==> src/rtl/otm_pkg.sv <==
package otm_pkg;
  localparam int CNT_W  = 16;
  localparam int ADDR_W = 3;
  localparam int N_CMP  = 2;
  localparam int PRE_W  = 3;

  typedef logic [CNT_W-1:0] cnt_t;

  localparam cnt_t PRESET_VAL = ~cnt_t'(3);

  localparam logic [ADDR_W-1:0] ADR_CTRL_A = 3'd0;
  localparam logic [ADDR_W-1:0] ADR_CTRL_B = 3'd1;
  localparam logic [ADDR_W-1:0] ADR_CMP1   = 3'd2;
  localparam logic [ADDR_W-1:0] ADR_CMP2   = 3'd3;
  localparam logic [ADDR_W-1:0] ADR_STAT   = 3'd4;
  localparam logic [ADDR_W-1:0] ADR_COUNT  = 3'd5;
  localparam logic [ADDR_W-1:0] ADR_CAPT   = 3'd6;

  // prescaler mask: tick when all masked bits are ones
  function automatic logic [PRE_W-1:0] div_mask(input logic [1:0] sel);
    case (sel)
      2'b00:   return 3'b001;
      2'b01:   return 3'b011;
      default: return 3'b111;
    endcase
  endfunction

  // next counter value: preset has priority over the increment
  function automatic cnt_t count_step(input cnt_t cur, input logic preset);
    return preset ? PRESET_VAL : cnt_t'(cur + cnt_t'(1));
  endfunction
endpackage

==> src/rtl/otm_edge_sync.sv <==
module otm_edge_sync #(
  parameter int STAGES = 2
) (
  input  logic clk,
  input  logic rst_n,
  input  logic din,
  output logic rise,
  output logic fall
);
  logic [STAGES:0] sh;

  always_ff @(posedge clk) begin
    if (!rst_n) sh <= '0;
    else        sh <= {sh[STAGES-1:0], din};
  end

  assign rise = sh[STAGES-1] & ~sh[STAGES];
  assign fall = ~sh[STAGES-1] & sh[STAGES];

  assert_one_rise_R7: assert property (@(posedge clk) disable iff (!rst_n)
    rise |=> !rise);
  assert_one_fall_R7: assert property (@(posedge clk) disable iff (!rst_n)
    fall |=> !fall);
endmodule

==> src/rtl/otm_prescaler.sv <==
module otm_prescaler
  import otm_pkg::*;
(
  input  logic       clk,
  input  logic       rst_n,
  input  logic [1:0] clk_sel,
  input  logic       ext_rise,
  output logic       tick
);
  logic [PRE_W-1:0] pre;
  logic [PRE_W-1:0] mask;

  always_ff @(posedge clk) begin
    if (!rst_n) pre <= '0;
    else        pre <= pre + 1'b1;
  end

  assign mask = div_mask(clk_sel);
  assign tick = (clk_sel == 2'b11) ? ext_rise : ((pre & mask) == mask);

  assert_tick_gap_R1: assert property (@(posedge clk) disable iff (!rst_n)
    (tick && clk_sel != 2'b11) |=> (clk_sel == 2'b11 || !tick));
endmodule

==> src/rtl/otm_counter.sv <==
module otm_counter
  import otm_pkg::*;
(
  input  logic clk,
  input  logic rst_n,
  input  logic tick,
  input  logic preset,
  output cnt_t cnt_q,
  output cnt_t cnt_nxt,
  output logic upd
);
  assign upd     = tick | preset;
  assign cnt_nxt = count_step(cnt_q, preset);

  always_ff @(posedge clk) begin
    if (!rst_n)   cnt_q <= '0;
    else if (upd) cnt_q <= cnt_nxt;
  end

  assert_count_up_R1: assert property (@(posedge clk) disable iff (!rst_n)
    (tick && !preset) |=> cnt_q == cnt_t'($past(cnt_q) + 1'b1));
  assert_preset_R3: assert property (@(posedge clk) disable iff (!rst_n)
    preset |=> cnt_q == PRESET_VAL);
endmodule

==> src/rtl/otm_cmp_chan.sv <==
module otm_cmp_chan #(
  parameter bit PULSE_CH = 1'b0
) (
  input  logic clk,
  input  logic rst_n,
  input  logic match,
  input  logic start,
  input  logic opm_on,
  input  logic force_on,
  input  logic oe,
  input  logic lvl_match,
  input  logic lvl_start,
  output logic flag_set,
  output logic pin
);
  logic st;
  logic start_here;

  assign start_here = PULSE_CH && start;

  always_ff @(posedge clk) begin
    if (!rst_n)          st <= 1'b0;
    else if (start_here) st <= lvl_start;
    else if (match)      st <= lvl_match;
  end

  assign flag_set = match && !force_on && !(PULSE_CH && opm_on);
  assign pin      = oe ? (force_on ? lvl_match : st) : 1'b0;

  assert_pulse_level_R3: assert property (@(posedge clk) disable iff (!rst_n)
    start_here |=> st == $past(lvl_start));
  assert_match_level_R12: assert property (@(posedge clk) disable iff (!rst_n)
    (match && !start_here) |=> st == $past(lvl_match));
endmodule

==> src/rtl/opm_timer.sv <==
module opm_timer
  import otm_pkg::*;
(
  input  logic              clk,
  input  logic              rst_n,
  input  logic              wr_en,
  input  logic [ADDR_W-1:0] wr_addr,
  input  logic [CNT_W-1:0]  wr_data,
  input  logic [ADDR_W-1:0] rd_addr,
  output logic [CNT_W-1:0]  rd_data,
  input  logic              cap_pin,
  input  logic              ext_clk,
  output logic              cmp_out1,
  output logic              cmp_out2,
  output logic              irq
);
  // control state
  logic [N_CMP-1:0] lvl;
  logic [N_CMP-1:0] force_q;
  logic [N_CMP-1:0] oe;
  logic             edge_rise, cap_ie, cmp_ie;
  logic             pulse_mode, pwm_mode;
  logic [1:0]       clk_sel;
  cnt_t             cmp_val [N_CMP];
  cnt_t             capt_q;
  logic [N_CMP:0]   flags;

  // internal events
  logic cap_r, cap_f, ext_r, ext_f_unused;
  logic cap_evt, opm_on, opm_start, tick, upd;
  cnt_t cnt_q, cnt_nxt;
  logic [N_CMP-1:0] match, flag_set, pins;
  logic [N_CMP:0]   flag_clr, flag_hit;

  otm_edge_sync #(.STAGES(2)) u_cap_sync (
    .clk(clk), .rst_n(rst_n), .din(cap_pin), .rise(cap_r), .fall(cap_f));
  otm_edge_sync #(.STAGES(2)) u_ext_sync (
    .clk(clk), .rst_n(rst_n), .din(ext_clk), .rise(ext_r), .fall(ext_f_unused));

  assign cap_evt   = edge_rise ? cap_r : cap_f;
  assign opm_on    = pulse_mode && !pwm_mode;
  assign opm_start = opm_on && cap_evt;

  otm_prescaler u_pre (
    .clk(clk), .rst_n(rst_n), .clk_sel(clk_sel), .ext_rise(ext_r), .tick(tick));

  otm_counter u_cnt (
    .clk(clk), .rst_n(rst_n), .tick(tick), .preset(opm_start),
    .cnt_q(cnt_q), .cnt_nxt(cnt_nxt), .upd(upd));

  for (genvar i = 0; i < N_CMP; i++) begin : g_chan
    assign match[i] = upd && (cnt_nxt == cmp_val[i]);
    otm_cmp_chan #(.PULSE_CH(i == 0)) u_chan (
      .clk(clk), .rst_n(rst_n), .match(match[i]), .start(opm_start),
      .opm_on(opm_on), .force_on(force_q[i]), .oe(oe[i]),
      .lvl_match(lvl[i]), .lvl_start(lvl[N_CMP-1]),
      .flag_set(flag_set[i]), .pin(pins[i]));
  end

  assign cmp_out1 = pins[0];
  assign cmp_out2 = pins[1];

  // register writes
  always_ff @(posedge clk) begin
    if (!rst_n) begin
      lvl        <= '0;
      force_q    <= '0;
      edge_rise  <= 1'b0;
      cap_ie     <= 1'b0;
      cmp_ie     <= 1'b0;
      oe         <= '0;
      pulse_mode <= 1'b0;
      pwm_mode   <= 1'b0;
      clk_sel    <= 2'b00;
      for (int i = 0; i < N_CMP; i++) cmp_val[i] <= '1;
    end else if (wr_en) begin
      case (wr_addr)
        ADR_CTRL_A: begin
          lvl       <= wr_data[1:0];
          force_q   <= force_q | wr_data[3:2];
          edge_rise <= wr_data[4];
          cap_ie    <= wr_data[5];
          cmp_ie    <= wr_data[6];
        end
        ADR_CTRL_B: begin
          oe         <= wr_data[1:0];
          pulse_mode <= wr_data[2];
          pwm_mode   <= wr_data[3];
          clk_sel    <= wr_data[5:4];
        end
        ADR_CMP1: cmp_val[0] <= wr_data;
        ADR_CMP2: cmp_val[1] <= wr_data;
        default: ;
      endcase
    end
  end

  // capture register and flags
  assign flag_clr = (wr_en && wr_addr == ADR_STAT) ? wr_data[N_CMP:0] : '0;
  assign flag_hit = {flag_set, cap_evt};

  always_ff @(posedge clk) begin
    if (!rst_n) begin
      capt_q <= '0;
      flags  <= '0;
    end else begin
      if (cap_evt) capt_q <= cnt_q;
      flags <= (flags & ~flag_clr) | flag_hit;
    end
  end

  assign irq = (flags[0] & cap_ie) | ((|flags[N_CMP:1]) & cmp_ie);

  always_comb begin
    rd_data = '0;
    case (rd_addr)
      ADR_CTRL_A: rd_data = CNT_W'({cmp_ie, cap_ie, edge_rise, force_q, lvl});
      ADR_CTRL_B: rd_data = CNT_W'({clk_sel, pwm_mode, pulse_mode, oe});
      ADR_CMP1:   rd_data = cmp_val[0];
      ADR_CMP2:   rd_data = cmp_val[1];
      ADR_STAT:   rd_data = CNT_W'(flags);
      ADR_COUNT:  rd_data = cnt_q;
      ADR_CAPT:   rd_data = capt_q;
      default:    rd_data = '0;
    endcase
  end

  assert_force_sticky_R10: assert property (@(posedge clk) disable iff (!rst_n)
    force_q[0] |=> force_q[0]);
  assert_force_sticky2_R10: assert property (@(posedge clk) disable iff (!rst_n)
    force_q[1] |=> force_q[1]);
  assert_no_pulse_flag_R4: assert property (@(posedge clk) disable iff (!rst_n)
    (opm_on && match[0] && !flags[1]) |=> !flags[1]);
  assert_cmp2_flag_R5: assert property (@(posedge clk) disable iff (!rst_n)
    (match[1] && !force_q[1]) |=> flags[2]);
  assert_pwm_wins_R8: assert property (@(posedge clk) disable iff (!rst_n)
    pwm_mode |-> !opm_start);
  assert_capture_flag_R6: assert property (@(posedge clk) disable iff (!rst_n)
    cap_evt |=> flags[0]);
endmodule

==> config.mk <==
export PLATFORM = sky130hd
export DESIGN_NAME = opm_timer
export DESIGN_NICKNAME = d
export VERILOG_FILES = /design/src/rtl/otm_pkg.sv /design/src/rtl/otm_edge_sync.sv /design/src/rtl/otm_prescaler.sv /design/src/rtl/otm_counter.sv /design/src/rtl/otm_cmp_chan.sv /design/src/rtl/opm_timer.sv
export SDC_FILE = /design/constraint.sdc
export NUM_CORES = 1
export LEC_CHECK = 0
export BUFFER_PORTS_ARGS = -buffer_cell sky130_fd_sc_hd__buf_2
export CAP_MARGIN = 20
export CORE_MARGIN = 3
export CORE_UTILIZATION = 60
export DETAILED_ROUTE_END_ITERATION = 6
export PLACE_DENSITY = 0.84
export SYNTH_ARGS = -nofsm -noshare
export SYNTH_HDL_FRONTEND = slang
export SYNTH_SLANG_ARGS = --single-unit
==> constraint.sdc <==
create_clock -name clk -period 3.99 [get_ports clk]
set_input_delay 0.399 -clock clk [delete_from_list [all_inputs] [get_ports clk]]
set_output_delay 0.399 -clock clk [all_outputs]
set_load 0.005 [all_outputs]
* Word level (Yosys, flattened, before mapping)
Memories as Yosys holds them, arrays and structs flattened.
Cells that the tools add are included.
** Storage, ports and cells
- Register bits after elaboration :: 59
- RAM bits :: 32
- Input port bits :: 27
- Output and inout bits :: 19
- Word-level logic and storage cells :: 94
- Memories :: 1
** Memories
- cmp_val :: words 2, width 16, read ports 2, clocked after memory_dff 0, wr ports 2, line opm_timer.sv:24 : cnt_t cmp_val [N_CMP];
** Cells by class
- Add/subtract/negate cells :: 2
- Equality and inequality tests :: 15
- Mux-type cells :: 23
- Bitwise operators :: 17
- Reductions and logical operators :: 19
** Operators with widths (number)
- $pmux 16 s7 :: 1
- $mux 16 :: 3
- $eq 16x16->1 :: 2
- $mux 1 :: 17
- $add 16x1->16 const B :: 1
- $eq 3x2->1 const B :: 4
- $eq 3x3->1 const B :: 4
- $logic_and 1x1->1 :: 8
- $and 3x3->3 :: 2
- $eq 3x1->1 const B :: 2
- $logic_not 3->1 :: 2
- $pmux 3 s2 :: 1
- $and 1x1->1 :: 5
- $logic_not 1->1 :: 4
- $or 1x1->1 :: 4
- $reduce_and 2->1 :: 2
- $add 3x1->3 const B :: 1
- $eq 3x3->1 :: 1
- $mux 3 :: 1
- $not 1->1 :: 3
- $not 3->3 :: 1
- $or 3x3->3 :: 1
- $eq 2x1->1 const B :: 1
- $eq 2x2->1 const B :: 1
- other kinds (4) :: 4

* Longest topological paths before layout
Gate-level depths: netlist (run 1).
- Depth in word-level cells :: 10
- Depth in mapped cells :: 11
- Mapped depth without buffers :: 9

* By module
From an unflattened synthesis (run 1), not the netlist that was laid out.
** Second synthesis, totals
- Cell total of the unflattened synthesis :: 498
- Area, all modules :: 4938.5 sq um
** Modules (own cells, without submodules)
- opm_timer :: times used 1, cells an instance 324, area each 3353.2 sq um, seq. area each 1601.5 sq um
- otm_counter :: times used 1, cells an instance 132, area each 1131.1 sq um, seq. area each 320.3 sq um
- otm_edge_sync :: times used 2, cells an instance 8, area each 91.3 sq um, seq. area each 60.1 sq um
- otm_prescaler :: times used 1, cells an instance 13, area each 138.9 sq um, seq. area each 60.1 sq um
- otm_cmp_chan (g_chan[0].u_chan) :: times used 1, cells an instance 7, area each 71.3 sq um, seq. area each 20.0 sq um
- otm_cmp_chan (g_chan[1].u_chan) :: times used 1, cells an instance 6, area each 61.3 sq um, seq. area each 20.0 sq um

* Worst setup path before layout (run 1)
Ideal clock, no wire load.
- Path type :: flip-flop to flip-flop
- Start :: reg u_cnt.cnt_q[12]
- End :: reg g_chan[1].u_chan.st
- Library setup time :: 0.128 ns
- Arrival time :: 2.428 ns
- Data required time :: 3.862 ns
- Path slack :: 1.435 ns
- Stages on the path, launching flop included :: 10
- Buffers on the path :: 1
- Period minus slack after synthesis :: 2.555 ns
- Path through :: dfxtp_1 -> clkbuf_1 -> inv_1 -> or4_1 -> xnor2_1 -> or3_1 -> a2111oi_0 -> o2111ai_1 -> mux2i_1 -> nor2_1
** Between the ends
- Longest elaborated chain between the ends :: 4
** Ends and longest elaborated chain
- start, declared :: line otm_counter.sv:8 : output cnt_t cnt_q,
- start signal, assigned :: line otm_counter.sv:17 : else if (upd) cnt_q <= cnt_nxt;
- $add 16x1->16 :: line otm_pkg.sv:30 : return preset ? PRESET_VAL : cnt_t'(cur + cnt_t'(1));
- $mux 16 :: line otm_pkg.sv:30
- $eq 16x16->1 :: line opm_timer.sv:52 : assign match[i] = upd && (cnt_nxt == cmp_val[i]);
- $logic_and 1x1->1 :: line opm_timer.sv:52
- end signal, assigned :: line otm_cmp_chan.sv:23 : else if (start_here) st <= lvl_start;
- end signal, assigned :: line otm_cmp_chan.sv:24 : else if (match) st <= lvl_match;
- end, declared :: line otm_cmp_chan.sv:16 : logic st;
Every way passes these cells.
A chain may end at the register's enable or synchronous reset.

* Worst setup path in the final report (run 1)
- Start :: reg edge_rise
- End :: reg g_chan[1].u_chan.st
** Between the ends
- Longest elaborated chain between the ends :: 5
- Elaborated cells between the ends (all ways) :: 6
- Those cells by class :: eq/ne (1); mux (2); bitwise (1); reduce/logical (2)
** Ends and longest elaborated chain
- start, declared :: line opm_timer.sv:21 : logic edge_rise, cap_ie, cmp_ie;
- start signal, assigned :: line opm_timer.sv:81 : edge_rise <= wr_data[4];
- $mux 1 * :: line opm_timer.sv:40 : assign cap_evt = edge_rise ? cap_r : cap_f;
- $logic_and 1x1->1 * :: line opm_timer.sv:42 : assign opm_start = opm_on && cap_evt;
- $mux 16 :: line otm_pkg.sv:30
- $eq 16x16->1 :: line opm_timer.sv:52
- $logic_and 1x1->1 * :: line opm_timer.sv:52
Mark *: on every way between the ends. The rest lies on a longest branch, timed or not.

==> key figures, run 1 <==
Status
  – Status: finished, final reports clean

Floorplanning
  – Chip height: about 98 microns
  – Initial Util: between 60 and 70%
  – Row count: 32
  – CORE AREA: 7970 sq um
  – Boundary pin count: 46
  – DIE WIDTH: about 100 microns
  – DIE AREA: between 9000 and 10000 sq um

Clock network
  – CTS Root Cell: clkbuf_8
  – CTS Buffer Depth: 2
  – TritonCTS clock tree: built
  – CTS Buf Count: 9
  – Skew-Pair Late Insertion Delay: between 0.3 and 0.4 ns
  – # clock sinks: a little over 90
  – CTS resizes: 0
  – Postcts setup bufs: 0
  – CTS H-Tree Depth: 3
  – CTS clk-pin slew, worst paths: 0.10 ns
  – Hold-fix buffers, CTS: 0

Timing
  – Final hold violations: 0
  – Fin. max-slew vios: 0
  – Tcrit/Tclk final: a little over 80%
  – Relative slew slack: between 20% and 30%
  – Fin crit period: ~3.3 ns
  – Actual slew at the worst max-slew pin: 1.07 ns
  – Final setup fails: 0
  – RSZ-0062 raised after global routing: false
  – Setup_tns: 0 ns
  – Final WS setup: ~0.7 ns
  – Fin Clk Skew: ~0.010 ns
  – Max frequency: 306 MHz

Logic synthesis
  – Most frequent cell after synthesis: dfxtp_1
  – FF+latch count, synth: between 90 and 100
  – Sequential fraction of the synthesis area: between 40% and 50%
  – Synth area leaders: dfxtp_1, edfxtp_1, mux2i_1, nand2_1, a21oi_1
  – Library cells used by synthesis: 70
  – EDFF count, synth: 32
  – YS warnings: 0
  – Async S/R FF share, synth: 0%
  – Cell accounting for the most synthesized area: dfxtp_1
  – Yosys top cell area share: a little under a quarter
  – Post-Synthesis Cells: roughly 540
  – Syn nets: 573
  – Synth Flop Type: dfxtp_1
  – Commonest cells post-synth: dfxtp_1, nand2_1, nor2_1
  – Mapped cell area: 5070 sq um
  – Syn Area/Cell: ~9.3 sq um

Cells and area
  – Design area: about 5500 sq um
  – Layout cell share with drive strength beyond 1: approximately 19%
  – Layout area overhead: 8.93%
  – Nets: roughly 600
  – Antenna Cells: 0

GRT
  – GRT overflow: 0
  – First-pass GRT wire length: approximately 21000 microns
  – Number of global-route vias before repair: 4214
  – Antenna violations before repair: 0
  – Total track usage: around 28%
  – Largest net degree at the start of global routing: 47

Routing
  – DR vias/cell: 6.49
  – Iteration count of the initial detailed-routing pass: 5
  – Post-route DRC: 0
  – DR vias: ~4.4k
  – 1st-iter DRT viols: about 420
  – ANT nets after route: 0
  – WL/cell: ~19 microns
  – Wirelength, routed: about 13000 microns

Worst setup path
  – Critical Path Fanout Max: 22
  – Crit path DAT: 3.48 ns
  – Worst Path Required: approximately 4.2 ns
  – Worst setup EP type: register
  – Critical path launch point type: register
  – Critical path type: register to register

Power and ir drop
  – Power Density: around 340 nW/um^2
  – Peak supply drop: 0.285 mV
  – Leakage power: 2.03 nW

Placement
  – Worst slack, placed: a little under 0.8 ns
  – I/O Buffers: 45
  – Hpwl dp: 9610 microns
  – Area post-placement: between 5000 and 6000 sq um
  – GP Congestion: around 0.96

Flow run
  – Max Cap Violations: 0

Worst hold path
  – HP Class: input port to register
-- where the power goes --
group          internal, mW  total [mW]  switching, mW
registers             0.998        1.05         0.0489
clock network         0.297       0.635          0.338
logic                0.0950       0.215          0.120
total                  1.39        1.90          0.507
-- worst paths after layout --
| path | endpoint | from | cells after the start | slack, ns |
|---|---|---|---|---|
| min reg2reg | u_ext_sync.sh[1] | u_ext_sync.sh[0] | 1 | 0.44 |
| max reg2reg | g_chan[1].u_chan.st | edge_rise | 8 | 0.72 |
| max | g_chan[1].u_chan.st | edge_rise | 8 | 0.72 |
| min | u_cap_sync.sh[0] | cap_pin | 2 | 0.26 |
-- sequential cells by signal, indices dropped and copies added (netlist names) --
signal            cells
pulse_mode            1
flags                 3
u_ext_sync.sh         3
u_cap_sync.sh         3
cmp_ie                1
pwm_mode              1
g_chan.u_chan.st      2
u_pre.pre             3
capt_q               16
clk_sel               2
lvl                   2
oe                    2
u_cnt.cnt_q          16
cmp_val              32
cap_ie                1
force_q               2
edge_rise             1
-- critical path, cell delays in order (launching register included) --
cell       delay (ns)
dfxtp_1          0.41
and3b_1          0.57
o21a_1           0.72
nor2_1           0.13
or4_1            0.54
nor4_1           0.29
o2111ai_1        0.21
mux2i_1          0.20
nor2_1           0.05
-- layer usage --
metal	global-route usage [%]	vias to the layer above	wire, microns
met1	39.2	2138	5860
li1	-	2037	-
met3	7.36	27	1180
met2	41.5	186	5840
met5	0	-	0
met4	7.88	0	228
-- per-stage QoR --
step,power (mW),utilization [%],hold slack [ns],std cells
finish,1.90,69.3,0.258,676
global route,1.97,69.3,0.259,676
CTS,1.90,69.3,0.255,676
detailed placement,1.28,66.8,0.424,660
global placement,1.27,66.8,0.413,660
floorplan,1.19,-,0.412,544
-- layout make-up --
| cell class | instances | area (sq um) |
|---|---|---|
| clock buffer | 10 | 128 |
| inverter | 9 | 33.8 |
| clock inverter | 6 | 72.6 |
| fill | 646 | 2440 |
| tap | 102 | 128 |
| multi-input combinational | 403 | 2720 |
| timing repair buffer | 55 | 300 |
| sequential | 91 | 2140 |
-- cell usage in the layout, fill, tap and decap left out, types with 10 or more instances in the layout --
| cell type | n |
|---|---|
| dfxtp_1 | 59 |
| nand2_1 | 51 |
| buf_2 | 45 |
| nor2_1 | 43 |
| o21ai_0 | 37 |
| a21oi_1 | 37 |
| edfxtp_1 | 32 |
| mux2i_1 | 28 |
| or2_2 | 18 |
| xnor2_1 | 18 |
| nand3_1 | 11 |
| buf_4 | 10 |
-- cell families (layout without fill, tap and decap cells) --
family,after synthesis,in the layout,synth area share (%)
AND/OR/NAND/NOR,199,199,21.3
XOR/XNOR,28,28,5.11
AO/OA/AOI/OAI,135,135,17.3
flip-flops,91,91,42.2
buffers and inverters,50,80,4.42
adder cells (fa/ha/maj),2,2,0.493
multiplexers,39,39,9.08
No activity file was read; power rests on OpenSTA's default activity.
==> run 2: changes to the inputs <==
- ABC_AREA: not set -> 1
- CORE_UTILIZATION: 60 -> 54
- PLACE_DENSITY: 0.84 -> 0.81
- clock period: 3.99 -> 2.8 ns (I/O delays scaled with it)
==> run 2 against run 1 <==
Against the previous run:
- die area increased by 5.0%
- sequential share of layout area is 1.2 points higher
- largest power group unchanged
- sequential power grew 46%
- wire length increased by 4.3%
- critical path depth increased by 8
- non-clock buffer count rose by 3
- flip-flop and latch count did not move
- combinational power up 110%
- global-route usage up 0.85 points
- final cell count up 17%
- first-iteration DRC count decreased by 8.1%
- worst setup slack worse by 0.24 ns
- critical endpoint is now g_chan[0].u_chan.st
==> key figures, run 2 <==
Placement
  – I/O Buffers: 45
  – GP Congestion: 0.954
  – Cell Count Post-Placement: 776
  – Worst slack, placed: about 0.55 ns
  – Hpwl dp: about 10000 microns

Logic synthesis
  – Syn Area/Cell: 7.58 sq um
  – Sequential fraction of the synthesis area: about 45%
  – Commonest cells post-synth: nand2_1, inv_1, dfxtp_1, o21ai_0, a21oi_1
  – Synth area leaders: dfxtp_1, edfxtp_1, nand2_1, inv_1, o21ai_0
  – Post-Synthesis Cells: between 600 and 700
  – Cell accounting for the most synthesized area: dfxtp_1
  – Async S/R FF share, synth: 0%
  – Synth Flop Type: dfxtp_1
  – Syn nets: ~660
  – Mapped cell area: a little under 5000 sq um
  – EDFF count, synth: 32
  – YS warnings: 0
  – Library cells used by synthesis: 36
  – FF+latch count, synth: 91
  – Most frequent cell after synthesis: nand2_1
  – Yosys top cell area share: approximately 25%

Clock network
  – TritonCTS clock tree: built
  – Hold-fix buffers, CTS: 0
  – CTS Buffer Depth: 2
  – CTS Buf Count: 9
  – Postcts setup bufs: 0
  – # clock sinks: 91
  – Skew-Pair Late Insertion Delay: around 0.38 ns
  – CTS resizes: 0
  – CTS clk-pin slew, worst paths: 0.10 ns
  – CTS H-Tree Depth: 3
  – CTS Root Cell: clkbuf_8

Worst hold path
  – HP Class: input port to register

Worst setup path
  – Crit path DAT: between 2 and 3 ns
  – Critical Path Fanout Max: 20
  – Critical path launch point type: register
  – Worst Path Required: 3.08 ns
  – R2r setup slk: roughly 0.48 ns
  – Worst setup EP type: register
  – Critical path type: register to register

Routing
  – Post-route DRC: 0
  – DR vias: around 4.6k
  – Iteration count of the initial detailed-routing pass: 5
  – 1st-iter DRT viols: 388
  – DR vias/cell: 5.81
  – ANT nets after route: 0
  – Wirelength, routed: roughly 14000 microns
  – WL/cell: 17.3 microns

Floorplanning
  – CORE AREA: between 8000 and 9000 sq um
  – DIE WIDTH: roughly 100 microns
  – Row count: 33
  – Chip height: approximately 100 microns
  – Initial Util: a little under three fifths
  – DIE AREA: a little over 10000 sq um
  – Boundary pin count: 46

Timing
  – RSZ-0062 raised after global routing: false
  – Final hold violations: 0
  – Max frequency: between 400 and 500 MHz
  – Tcrit/Tclk final: between 80% and 90%
  – Fin. max-slew vios: 0
  – Final WS setup: ~0.48 ns
  – Final setup fails: 0
  – Fin Clk Skew: between 0.01 and 0.015 ns
  – Fin crit period: roughly 2.3 ns
  – Setup_tns: 0 ns
  – Hold Worst Slack: 0.0741 ns
  – Actual slew at the worst max-slew pin: around 0.76 ns
  – Relative slew slack: around half

Cells and area
  – Fill cell count: 760
  – Post-Layout Cell Count: between 700 and 800
  – Final core utilization: between 60 and 70%
  – Max FFs per register: 32
  – Nets: 711
  – Commonest non-fill, non-tap cell in the layout: nand2_1
  – Register with the most flip-flops: cmp_val
  – Layout area overhead: 11.4%
  – Antenna Cells: 0
  – Commonest cells after routing, fill and taps aside: nand2_1, inv_1, o21ai_0, dfxtp_1, a21oi_1
  – Layout cell share with drive strength beyond 1: roughly 17%
  – Largest registers: cmp_val: 32 flops, capt_q: 16 flops, u_cnt.cnt_q: 16 flops

GRT
  – Total track usage: 28.4%
  – Largest net degree at the start of global routing: 46
  – GRT overflow: 0
  – First-pass GRT wire length: 22000 microns
  – Number of global-route vias before repair: ~4.3k
  – Antenna violations before repair: 0

Power and ir drop
  – Peak supply drop: between 0.3 and 0.4 mV
  – Leakage power: ~2.4 nW
  – Power Density: about 530 nW/um^2

Flow run
  – Max Cap Violations: 0

Status
  – Status: finished, final reports clean
run 2: cell count changes in the layout (fill, tap and decap cells not counted), moves of 13 or more:
cell,change
inv_1,+86
nand2_1,+86
mux2i_1,-28
o21ai_0,+22
or2_2,-18
nand3_1,+17
nand4_1,+16
a221oi_1,+13
xnor2_1,-13
run 2: final timing paths:
path                    start  depth (start not counted)                   to
max                pulse_mode                         16  g_chan[0].u_chan.st
min                   ext_clk                          3     u_ext_sync.sh[0]
max reg2reg        pulse_mode                         16  g_chan[0].u_chan.st
min reg2reg  u_cap_sync.sh[0]                          2     u_cap_sync.sh[1]
run 2: final cells by class:
class                      count  area, sq um  area share [%]
clock buffer                   9          124            2.31
clock inverter                 7         57.6            1.08
inverter                     100          375            7.01
multi-input combinational    422         2200            41.1
sequential                    91         2140            40.0
tap                          105          131            2.45
timing repair buffer          58          323            6.03
run 2: cells by family (layout without fill, tap and decap cells):
family | Yosys count | in the layout | synth area share [%]
buffers and inverters | 121 | 174 | 9.66
XOR/XNOR | 12 | 12 | 2.19
adder cells (fa/ha/maj) | 2 | 2 | 0.521
AND/OR/NAND/NOR | 268 | 268 | 26.2
AO/OA/AOI/OAI | 140 | 140 | 16.9
flip-flops | 91 | 91 | 44.6
run 2: through the flow:
step	cell area, sq um	total power, mW
after floorplan	4810	1.83
after global placement	5170	1.99
after detailed placement	5170	2.00
after CTS	5350	2.84
after global routing	5350	2.96
final	5350	2.84
run 2: metal layers:
| metal | wire [microns] | global-route usage [%] | share of wire [%] |
|---|---|---|---|
| met1 | 5920 | 39.0 | 43 |
| met2 | 6130 | 44.0 | 45 |
| met3 | 1230 | 6.32 | 9.0 |
| met4 | 403 | 10.6 | 2.9 |
| met5 | 0 | 0 | 0 |
run 2: report_power, final:
group          switching (mW)  internal, mW
Sequential             0.0796          1.45
Combinational           0.291         0.156
Clock                   0.523         0.337
run 2: critical path: stages, from the launching register on:
cell and delay (ns):
dfxtp_1 0.39, inv_2 0.05, nor2_2 0.18, nand3_4 0.24, buf_4 0.30, nand2_1 0.16
nand2_1 0.08, nand2_1 0.10, nand2_1 0.06, nor2_1 0.09, nand2_1 0.07, nor2_2 0.16
nand3_2 0.09, nand2_1 0.07, nand3_1 0.06, nand2_1 0.07, inv_1 0.05
==> run 3: changes to the inputs <==
- CORE_UTILIZATION: 54 -> 59
- PLACE_DENSITY: 0.81 -> 0.83
- clock period: 2.8 -> 2.24 ns (I/O delays scaled with it)
==> run 3 against run 2 <==
Against the previous run:
- design area up 1.9%
- highest routed layer unchanged
- critical endpoint unchanged
- clock-buffer cell count unchanged
- hold slack worse by 0.034 ns
- clock power increased by 24%
- non-clock buffer count up 10
- via count up 2.8%
- die area fell by 8.0%
- largest cell class unchanged
- clock skew fell by 0.00051 ns
- wire length up 0.86%
- sequential share of layout area is 0.72 points lower
- largest power group unchanged
- power rose by 25%
- sequential power increased by 25%
==> key figures, run 3 (same netlist as run 2, synthesis figures left out) <==
Status
  – Status: finished, final reports clean

Worst setup path
  – Crit. Startpoint: u_cnt.cnt_q[0]
  – Critical path type: register to register
  – Critical Path Fanout Max: 6
  – Worst setup EP type: register
  – Register-to-Register Path Depth: 16
  – Critical path endpoint: g_chan[0].u_chan.st
  – Reg-to-reg endpoint: g_chan[0].u_chan.st
  – Critical path launch point type: register
  – R2r setup slk: ~0.085 ns
  – Reg2reg start: u_cnt.cnt_q[0]
  – Worst Path Required: 2.51 ns
  – Crit path DAT: roughly 2.4 ns

Power and ir drop
  – Leakage power: 2.48 nW
  – Switching share of total power: a little under a third
  – P_sw: approximately 1.1 mW
  – Sequential power share: a little over half
  – Internal power: approximately 2.4 mW
  – Gate power share: 16.4%
  – Power Density: 653 nW/um^2
  – Peak supply drop: 0.423 mV
  – Clk pwr share: a little under a third

Cells and area
  – Max FFs per register: 32
  – Area of the multi-input gates: ~2200 sq um
  – Commonest cells after routing, fill and taps aside: nand2_1, inv_1, o21ai_0
  – Fill cell count: ~650
  – Layout cell share with drive strength beyond 1: 19.1%
  – Layout area overhead: 13.5%
  – Nets: 721
  – Largest registers: cmp_val: 32 flops, capt_q: 16 flops, u_cnt.cnt_q: 16 flops
  – Register with the most flip-flops: cmp_val
  – Antenna Cells: 0
  – Seq. cell area: roughly 2100 sq um
  – Commonest non-fill, non-tap cell in the layout: nand2_1
  – Post-Layout Cell Count: roughly 800

Routing
  – Wirelength, routed: ~14000 microns
  – Iteration count of the initial detailed-routing pass: 6
  – WL/cell: 17.3 microns
  – DR vias/cell: between 5 and 6
  – 1st-iter DRT viols: 448
  – DR vias: 4731
  – Post-route DRC: 0
  – ANT nets after route: 0

Placement
  – GP Congestion: ~1
  – Hpwl dp: slightly below 10000 microns
  – I/O Buffers: 45
  – Cell Count Post-Placement: roughly 780

Timing
  – Relative slew slack: about two thirds
  – Tcrit/Tclk final: about 96%
  – Setup_tns: 0 ns
  – Actual slew at the worst max-slew pin: roughly 0.52 ns
  – Fin Clk Skew: ~0.011 ns
  – Final setup fails: 0
  – Fin. max-slew vios: 0
  – Final hold violations: 0
  – Fin crit period: approximately 2.2 ns
  – Max frequency: roughly 460 MHz

Clock network
  – CTS Root Cell: clkbuf_8
  – Hold-fix buffers, CTS: 0
  – CTS Buffer Depth: 2
  – CTS Buf Count: 9
  – CTS H-Tree Depth: 3
  – CTS clk-pin slew, worst paths: 0.10 ns
  – Skew-Pair Late Insertion Delay: approximately 0.37 ns
  – # clock sinks: between 90 and 100
  – TritonCTS clock tree: built

GRT
  – First-pass GRT wire length: 21400 microns
  – Number of global-route vias before repair: around 4.4k
  – Antenna violations before repair: 0
  – Total track usage: a little under a third
  – GRT overflow: 0
  – Largest net degree at the start of global routing: 39

Worst hold path
  – WHS Path Cells: 3
  – HP Class: input port to register

Floorplanning
  – Row count: 32
  – DIE WIDTH: 96.3 microns
  – Initial Util: roughly 60%
  – Chip height: 96.3 microns
  – Boundary pin count: 46
  – CORE AREA: 7810 sq um
  – DIE AREA: roughly 9300 sq um

Flow run
  – Max Cap Violations: 0
==> run 3: cell count changes in the layout (fill, tap and decap cells not counted), sizes merged <==
cell | before | now
buf | 58 | 68
clkinvlp | 1 | 2
inv | 102 | 101
==> run 3: routing by layer <==
| layer | vias to the layer above | global-route usage [%] | wire (microns) |
|---|---|---|---|
| li1 | 2220 | - | - |
| met1 | 2173 | 41.4 | 5590 |
| met2 | 297 | 48.8 | 6430 |
| met3 | 41 | 4.07 | 1400 |
| met4 | 0 | 11.8 | 385 |
| met5 | - | 0 | 0 |
==> run 3: worst min path at each step <==
stage                                start                to  slack (ns)
after global routing               ext_clk  u_ext_sync.sh[0]        0.06
final                              ext_clk  u_ext_sync.sh[0]        0.04
after global placement    u_ext_sync.sh[0]  u_ext_sync.sh[1]        0.40
after CTS                          ext_clk  u_ext_sync.sh[0]        0.03
after detailed placement  u_ext_sync.sh[0]  u_ext_sync.sh[1]        0.40
after floorplan                    cap_pin  u_cap_sync.sh[0]        0.32
==> run 3: worst max-delay path: stages, from the launching register on <==
cell and delay, ns:
dfxtp_2 0.38, ha_2 0.22, nand2_2 0.07, nor2_4 0.22
nand2_4 0.09, nor2_2 0.10, nand2_1 0.10, nand3_2 0.11
nand2_1 0.07, nand2_1 0.09, nand2_1 0.09, nor2_4 0.15
nand3_2 0.11, nand2_1 0.10, nand3_1 0.06, nand2_1 0.06
inv_1 0.04
==> run 3: what timing repair did <==
action	4_1_cts	5_1_grt
endpoints found under the setup margin	0	3
gates resized for setup	0	7
buffers inserted	0	4
==> run 3: power groups by stage <==
stage / Clock [mW] / Combinational [mW] / Sequential, mW
final: 1.07 / 0.584 / 1.91
after global routing: 1.12 / 0.643 / 1.92
after CTS: 1.07 / 0.565 / 1.90
after detailed placement: 0 / 0.559 / 1.94
after global placement: 0 / 0.543 / 1.94
after floorplan: 0 / 0.376 / 1.91
==> run 3: layout make-up <==
type / count / share of cell area (%)
clock inverters: 7 / 1.08
inverters: 100 / 6.88
clock buffers: 9 / 2.27
repair buffers: 68 / 7.36
flip-flops and latches: 91 / 39.3
multi-input cells: 422 / 40.8
well taps: 102 / 2.34
==> run 3: stage by stage <==
stage          hold slack (ns)  area [sq um]  utilization (%)  setup WS, ns  power, mW
2_1_floorplan            0.322          4810                -         0.449       2.29
3_3_place_gp             0.396          5220             66.9         0.175       2.48
3_5_place_dp             0.399          5220             66.9         0.123       2.50
4_1_cts                 0.0325          5410             69.2        0.0942       3.54
5_1_grt                 0.0571          5460             69.9       -0.0543       3.68
6_report                0.0400          5460             69.9        0.0847       3.56
